--- src/rtl/uart_irq_pkg.sv ---
package uart_irq_pkg;

    localparam int NSRC   = 6;
    localparam int CODE_W = 3;

    typedef enum logic [CODE_W-1:0] {
        CODE_MSR  = 3'b000,
        CODE_THR  = 3'b001,
        CODE_RXD  = 3'b010,
        CODE_RLS  = 3'b011,
        CODE_CHAR = 3'b100,
        CODE_FLOW = 3'b101
    } irq_code_e;

    // index 0 is highest rank
    function automatic irq_code_e code_of(input int unsigned idx);
        case (idx)
            0:       return CODE_RLS;
            1:       return CODE_RXD;
            2:       return CODE_THR;
            3:       return CODE_MSR;
            4:       return CODE_CHAR;
            default: return CODE_FLOW;
        endcase
    endfunction

    typedef struct packed {
        logic xoff;
        logic spec;
        logic flow;
    } enh_flags_t;

    typedef struct packed {
        logic [1:0]        fifo_on;
        logic              flow_chg;
        logic              char_hit;
        logic [CODE_W-1:0] src;
        logic              none;
    } status_t;

endpackage

--- src/rtl/irq_edge_det.sv ---
module irq_edge_det #(
    parameter int         W       = 1,
    parameter bit         RISE    = 1'b1,
    parameter logic [W-1:0] RST_VAL = '0
) (
    input  logic         clk,
    input  logic         rst_n,
    input  logic [W-1:0] sig,
    output logic [W-1:0] evt
);

    logic [W-1:0] prev_d, prev_q;

    always_comb begin
        prev_d = sig;
    end

    always_ff @(posedge clk or negedge rst_n) begin
        if (!rst_n) prev_q <= RST_VAL;
        else        prev_q <= prev_d;
    end

    generate
        if (RISE) begin : g_rise
            assign evt = sig & ~prev_q;
        end else begin : g_fall
            assign evt = ~sig & prev_q;
        end
    endgenerate

endmodule

--- src/rtl/irq_enh_flags.sv ---
module irq_enh_flags
    import uart_irq_pkg::*;
(
    input  logic       clk,
    input  logic       rst_n,
    input  logic       enh_en,
    input  logic       xoff_hit,
    input  logic       spec_hit,
    input  logic       xon_hit,
    input  logic       rx_char,
    input  logic       rd_done,
    input  logic       flow_rise,
    output enh_flags_t flags_d,
    output enh_flags_t flags_q
);

    always_comb begin
        flags_d = flags_q;
        if (!enh_en) begin
            flags_d = '0;
        end else begin
            if (xoff_hit)                flags_d.xoff = 1'b1;
            else if (xon_hit || rd_done) flags_d.xoff = 1'b0;

            if (spec_hit)     flags_d.spec = 1'b1;
            else if (rx_char) flags_d.spec = 1'b0;

            if (flow_rise)    flags_d.flow = 1'b1;
            else if (rd_done) flags_d.flow = 1'b0;
        end
    end

    always_ff @(posedge clk or negedge rst_n) begin
        if (!rst_n) flags_q <= '0;
        else        flags_q <= flags_d;
    end

    AST_XOFF_RD_CLR: assert property (@(posedge clk) disable iff (!rst_n)
        (enh_en && rd_done && !xoff_hit) |=> !flags_q.xoff);
    AST_XON_CLR: assert property (@(posedge clk) disable iff (!rst_n)
        (enh_en && xon_hit && !xoff_hit) |=> !flags_q.xoff);
    AST_SPEC_NEXT_CHAR: assert property (@(posedge clk) disable iff (!rst_n)
        (enh_en && rx_char && !spec_hit) |=> !flags_q.spec);
    AST_FLOW_SET: assert property (@(posedge clk) disable iff (!rst_n)
        (enh_en && flow_rise) |=> flags_q.flow);
    AST_ENH_GATE: assert property (@(posedge clk) disable iff (!rst_n)
        !enh_en |=> (flags_q == '0));

endmodule

--- src/rtl/irq_prio_enc.sv ---
module irq_prio_enc
    import uart_irq_pkg::*;
#(
    parameter int N = NSRC
) (
    input  logic [N-1:0]      req,
    output logic              any,
    output logic [CODE_W-1:0] code
);

    always_comb begin
        code = CODE_MSR;
        for (int i = N - 1; i >= 0; i--) begin
            if (req[i]) code = code_of(i);
        end
        any = |req;
    end

    always_comb begin
        AST_IDLE_ZERO_CODE: assert (any || code == 3'b000);
    end

endmodule

--- src/rtl/uart_irq_status.sv ---
module uart_irq_status
    import uart_irq_pkg::*;
(
    input  logic       clk,
    input  logic       rst_n,
    input  logic       rls_lvl,
    input  logic       rxd_lvl,
    input  logic       thr_lvl,
    input  logic       msr_lvl,
    input  logic       enh_en,
    input  logic       fifo_on,
    input  logic       rx_char,
    input  logic       xoff_hit,
    input  logic       spec_hit,
    input  logic       xon_hit,
    input  logic       cts_line,
    input  logic       rts_line,
    input  logic       stat_rd,
    output logic [7:0] stat_byte,
    output logic       irq_out
);

    localparam int NLINE = 2;

    logic             rd_done;
    logic [NLINE-1:0] line_rise;
    enh_flags_t       flags_d, flags_q;
    logic [NSRC-1:0]  req;
    logic             any_req;
    logic [CODE_W-1:0] top_code;
    status_t          stat_d, stat_q;

    irq_edge_det #(.W(1), .RISE(1'b0), .RST_VAL(1'b0)) u_rd_edge (
        .clk  (clk),
        .rst_n(rst_n),
        .sig  (stat_rd),
        .evt  (rd_done)
    );

    irq_edge_det #(.W(NLINE), .RISE(1'b1), .RST_VAL({NLINE{1'b1}})) u_line_edge (
        .clk  (clk),
        .rst_n(rst_n),
        .sig  ({rts_line, cts_line}),
        .evt  (line_rise)
    );

    irq_enh_flags u_flags (
        .clk      (clk),
        .rst_n    (rst_n),
        .enh_en   (enh_en),
        .xoff_hit (xoff_hit),
        .spec_hit (spec_hit),
        .xon_hit  (xon_hit),
        .rx_char  (rx_char),
        .rd_done  (rd_done),
        .flow_rise(|line_rise),
        .flags_d  (flags_d),
        .flags_q  (flags_q)
    );

    always_comb begin
        req = {flags_d.flow, flags_d.xoff | flags_d.spec,
               msr_lvl, thr_lvl, rxd_lvl, rls_lvl};
    end

    irq_prio_enc #(.N(NSRC)) u_enc (
        .req (req),
        .any (any_req),
        .code(top_code)
    );

    always_comb begin
        stat_d          = stat_q;
        stat_d.fifo_on  = {2{fifo_on}};
        stat_d.flow_chg = flags_d.flow;
        stat_d.char_hit = flags_d.xoff | flags_d.spec;
        stat_d.src      = top_code;
        stat_d.none     = ~any_req;
    end

    always_ff @(posedge clk or negedge rst_n) begin
        if (!rst_n) stat_q <= '{fifo_on: 2'b00, flow_chg: 1'b0, char_hit: 1'b0,
                                src: 3'b000, none: 1'b1};
        else        stat_q <= stat_d;
    end

    assign stat_byte = stat_q;
    assign irq_out   = ~stat_q.none;

    AST_FIFO_BITS: assert property (@(posedge clk) disable iff (!rst_n)
        1'b1 |=> (stat_byte[7:6] == {2{$past(fifo_on)}}));
    AST_RLS_WINS: assert property (@(posedge clk) disable iff (!rst_n)
        rls_lvl |=> (stat_byte[3:1] == 3'b011 && !stat_byte[0]));
    AST_READ_HOLD: assert property (@(posedge clk) disable iff (!rst_n)
        (stat_rd && enh_en && flags_q.xoff && !xon_hit) |=> stat_byte[4]);
    AST_IRQ_PIN: assert property (@(posedge clk) disable iff (!rst_n)
        (msr_lvl || thr_lvl) |=> irq_out);

endmodule

--- config.mk ---
export PLATFORM = sky130hd
export DESIGN_NAME = uart_irq_status
export DESIGN_NICKNAME = d
export VERILOG_FILES = /design/src/rtl/uart_irq_pkg.sv /design/src/rtl/irq_edge_det.sv /design/src/rtl/irq_enh_flags.sv /design/src/rtl/irq_prio_enc.sv /design/src/rtl/uart_irq_status.sv
export SDC_FILE = /design/constraint.sdc
export NUM_CORES = 1
export LEC_CHECK = 0
export CAP_MARGIN = 20
export CORE_MARGIN = 2
export CORE_UTILIZATION = 25
export DETAILED_ROUTE_END_ITERATION = 8
export PLACE_DENSITY_LB_ADDON = 0.2
export SKIP_LAST_GASP = 1
export SYNTH_ARGS = -nofsm -noshare
export SYNTH_HDL_FRONTEND = slang
export SYNTH_SLANG_ARGS = --single-unit
--- constraint.sdc ---
create_clock -name clk -period 1.5 [get_ports clk]
set_input_delay 0.3 -clock clk [delete_from_list [all_inputs] [get_ports clk]]
set_output_delay 0.3 -clock clk [all_outputs]
set_load 0.01 [all_outputs]
=== Word level (Yosys, flattened, before mapping) ===
Index checks and enable logic that the tools add are counted.

* Reduce and logical (&&, ||, !) cells: 3
* Muxes and demuxes: 13
* Bitwise operators: 7

{| class="wikitable"
|+ Operators with widths
! kind !! number
|-
| 2-to-1 mux 3 bit || 7
|-
| 2-to-1 mux 1 bit || 6
|-
| OR reduction 6 bit || 1
|-
| NOT 1 bit || 3
|-
| AND 2 bit || 1
|-
| NOT 2 bit || 1
|-
| OR reduction 2 bit || 1
|-
| AND 1 bit || 1
|-
| logical OR 1 bit || 1
|-
| bitwise OR 1 bit || 1
|}

* Output and inout port bits: 9
* Input port bits: 15
* Logic and storage cells: 32
* Flip-flop bits (word level): 12

=== Logic depth before layout (Yosys ltp) ===
Gate-level depths: netlist of the first run.

* Word-level depth: 12
* Gate-level depth with buffers: 4
* Mapped depth without buffers: 4

=== Hierarchy ===
A second synthesis of the first run with hierarchy kept.

* Cell total of the unflattened synthesis: 35
* Area total of the unflattened synthesis: 494.2 µm²

{| class="wikitable"
|+ By module, submodules not included
! module !! area an instance (µm²) !! cells each !! times used !! sequential area each (µm²)
|-
| uart_irq_status || 203.9 || 12 || 1 || 176.4
|-
| irq_enh_flags || 122.6 || 9 || 1 || 75.1
|-
| irq_edge_det (u_line_edge) || 80.1 || 4 || 1 || 52.6
|-
| irq_prio_enc || 48.8 || 8 || 1 || 0.0
|-
| irq_edge_det (u_rd_edge) || 38.8 || 2 || 1 || 25.0
|}

=== Worst setup path after synthesis of the first run ===
No wires, ideal clock.

* Kind: register to register
* From: reg u_line_edge.prev_q[0]
* To: reg stat_q (netlist bit stat_byte[0])
* Data required time: 1.438 ns
* Stages on the path, launching flop included: 5
* Path buffers: 0
* Setup slack: 0.356 ns
* Arrival time: 1.083 ns
* Cell sequence: dfstp_2 > inv_1 > a221o_1 > nand2_1 > and3_1

{| class="wikitable"
|+ RTL lines
! item !! line !! source
|-
| start: declaration || irq_edge_det.sv:12 || <nowiki>logic [W-1:0] prev_d, prev_q;</nowiki>
|-
| start signal: assignment || irq_edge_det.sv:20 || <nowiki>else prev_q <= prev_d;</nowiki>
|-
| end signal: assignment || uart_irq_status.sv:82 || <nowiki>if (!rst_n) stat_q <= '{fifo_on: 2'b00, flow_chg: 1'b0, char_hit: 1'b0,</nowiki>
|-
| end signal: assignment || uart_irq_status.sv:84 || <nowiki>else stat_q <= stat_d;</nowiki>
|-
| end: declaration || uart_irq_status.sv:31 || <nowiki>status_t stat_d, stat_q;</nowiki>
|}

=== Worst setup path in the final report of the first run ===
* From: reg stat_q (netlist bit stat_byte[1])
* To: out stat_byte[1]

{| class="wikitable"
|+ RTL lines
! item !! line !! source
|-
| end: declaration || uart_irq_status.sv:19 || <nowiki>output logic [7:0] stat_byte,</nowiki>
|}

No word-level cell between the ends.

==> results.ini, run 1 <==
[grt]
gr-max-usage-layer = met2
gr-usage-met3_pct = 3.40
overflow = 0
grtUsageMet2_pct = 13.6
grt_pass1_vias = 354
grt_max_degree = 13
antenna_found_initial = 0
grt_pass1_wl_mm = 1.45
grt_util_met1_pct = 12.8
grt_usage_pct = 9.57

[timing]
hold_ws_ns = 0.324
worst_clock_skew_ns = 0.00326
fin_crit_ns = 1.45
fmax_mhz = 690
timing.final.hold_violations = 0
tightest_slew_ns = 0.286
setup_viol = 0
drv_slew = 0
rsz0062_at_grt = no
period_share_pct = 96.6
max_slew_margin_pct = 80.9

[clock_tree]
cts_root_buf = clkbuf_4
postCtsSetupRepairBufs = 0
cts_tree = done
cts_resized = 2
path_clk_slew_ns = 0.07
worst_skew_pair.late_latency_ns = 0.27
htreeDepth = 1
cts_buffer_depth = 2
cts_hold_buf = 0
numCtsBuffers = 3
clkSinkCount = 12

[synth]
synth_commonest_cells = 9 x dfrtp_1, 6 x inv_1, 3 x dfstp_2
synth.distinct_cells = 21
synth-edff-count = 0
synth_most_common_cell = dfrtp_1
netlist_instances = 39
ys_ff_latch = 12
yosysTopAreaCellShare_pct = 46.6
synth-seq-area-share_pct = 63.0
syn_avg_cell_area_um2 = 12.4
synth_flop_cell = dfrtp_1
synth_nets = 54
yosysWarnings = 0
synth_area_um2 = 483
yosys-top-cells-area = dfrtp_1 47%, dfstp_2 16%, inv_1 4.7%
synth_top_cell_by_area = dfrtp_1
async_reset_ff_share_pct = 100

[power_and_ir_drop]
power_leakage_uw = 0.000376
peakVddDrop_uv = 452
powerDensity_nw_per_um2 = 853

[die]
die-area_um2 = 2300
rows = 15
core_um2 = 1760
die-width_um = 48.0
start_util_pct = 27.4
die_y_um = 48.0
io-pin-count = 24

[worst_setup_path]
required_ns = 1.20
slowest_delay_ns = 0.54
crit_chain = clkdlybuf4s50_1
startpoint_type = flip-flop
crit_slowest_cell = clkdlybuf4s50_1
critical-path-top-delay-family = buffers and inverters
critPathMaxFanout = 1
worstSetupEndpointType = output pin
crit_buf_inv = 1
worst-setup-path-type = flip-flop to output pin
crit_arrival_ns = 1.15

[place]
dpl.hpwl_um = 751
portBuffers = 23
gp_congestion = 0.748

[layout]
nets = 85
area_growth_pct = 64.8
drive_gt1_share_pct = 20.3
fin_util_pct = 45.1
diodes = 0

[detailed_routing]
drt_iter0_drc = 4
drt_first_pass_iters = 4
viasPerCell = 4.13
wl_per_cell_um = 9.80
drt-total-wl_um = 921
via_count = 388
ant_nets = 0
drc = 0

[outcome]
status = complete, no violations

[flow_run]
cap_violations = 0

[min_path]
hp-class = input port to async pin

==> power breakdown <==
part	switching [uW]	internal [uW]
clock network	106	103
logic	42.6	76.9
registers	6.70	344
total	155	523
==> cells by family (layout without fill, tap and decap cells) <==
kind of cell | after synthesis | in the layout | share of synthesized area (%)
buf+inv | 8 | 38 | 7.77
simple gates | 13 | 13 | 18.7
compound gates | 6 | 6 | 10.6
flops | 12 | 12 | 63.0
==> metal layers <==
layer / routed length, um / vias up
met5: 0 / -
met2: 423 / 20
met3: 72 / 2
li1: - / 188
met1: 406 / 178
met4: 19 / 0
==> per-stage QoR <==
step | setup TNS [ns] | power [uW] | cell area (um^2) | setup WS (ns) | instances
finish | 0 | 678 | 796 | 0.0505 | 94
global route | 0 | 717 | 796 | 0.00352 | 94
CTS | 0 | 687 | 791 | 0.0314 | 94
detailed placement | -0.247 | 479 | 767 | -0.104 | 90
global placement | -0.228 | 479 | 767 | -0.0805 | 90
floorplan | 0 | 396 | 483 | 0.356 | 39
==> registers in the layout, indices dropped and copies added (netlist names) <==
name	count
u_rd_edge.prev_q	1
u_line_edge.prev_q	2
u_flags.flags_q	3
stat_byte	6
==> final timing paths <==
check                                      start                    end  slack, ns  cells after the start
setup reg to reg           u_line_edge.prev_q[0]           stat_byte[1]       0.28                      4
setup / recovery                    stat_byte[1]           stat_byte[1]       0.05                      1
min in group clk                         fifo_on           stat_byte[6]       0.46                      1
hold / removal                             rst_n     u_flags.flags_q[0]       0.32                      2
hold reg to reg               u_flags.flags_q[2]     u_flags.flags_q[2]       0.57                      2
max in group asynchronous                  rst_n  u_line_edge.prev_q[1]       0.95                      2
==> final cells by class <==
cell class,count,area [um^2]
clock buffer,4,26.3
fill,177,968
inverter,6,22.5
multi-input combinational,19,141
sequential,12,304
tap,25,31.3
timing repair buffer,28,270
==> layout by cell type (no fill, tap or decap) <==
master / instances
dlygate4sd2_1: 2
nor3b_1: 1
clkdlybuf4s50_1: 19
and3_1: 1
nor2b_4: 1
a31oi_1: 1
or2_0: 1
nand2_1: 2
dlymetal6s2s_1: 2
o21a_1: 1
nor3_1: 1
a311o_1: 1
nand2b_4: 1
dfstp_2: 3
clkbuf_1: 1
nand3b_1: 1
clkbuf_4: 3
nor2_1: 1
nor2b_1: 2
dfrtp_1: 9
a221o_1: 1
inv_1: 6
a21boi_0: 1
a222oi_1: 1
buf_4: 5
or2_2: 1
Power figures use the tool's default switching activity.
==> run 2, diff against run 1 <==
--- a/config.mk
+++ b/config.mk
@@ -9,6 +9,7 @@
 export CORE_MARGIN = 2
 export CORE_UTILIZATION = 25
 export DETAILED_ROUTE_END_ITERATION = 8
+export GPL_ROUTABILITY_DRIVEN = 0
 export PLACE_DENSITY_LB_ADDON = 0.2
 export SKIP_LAST_GASP = 1
 export SYNTH_ARGS = -nofsm -noshare
==> results of run 2 <==
No change in the layout: final DEF, timing and power equal those of run 1.
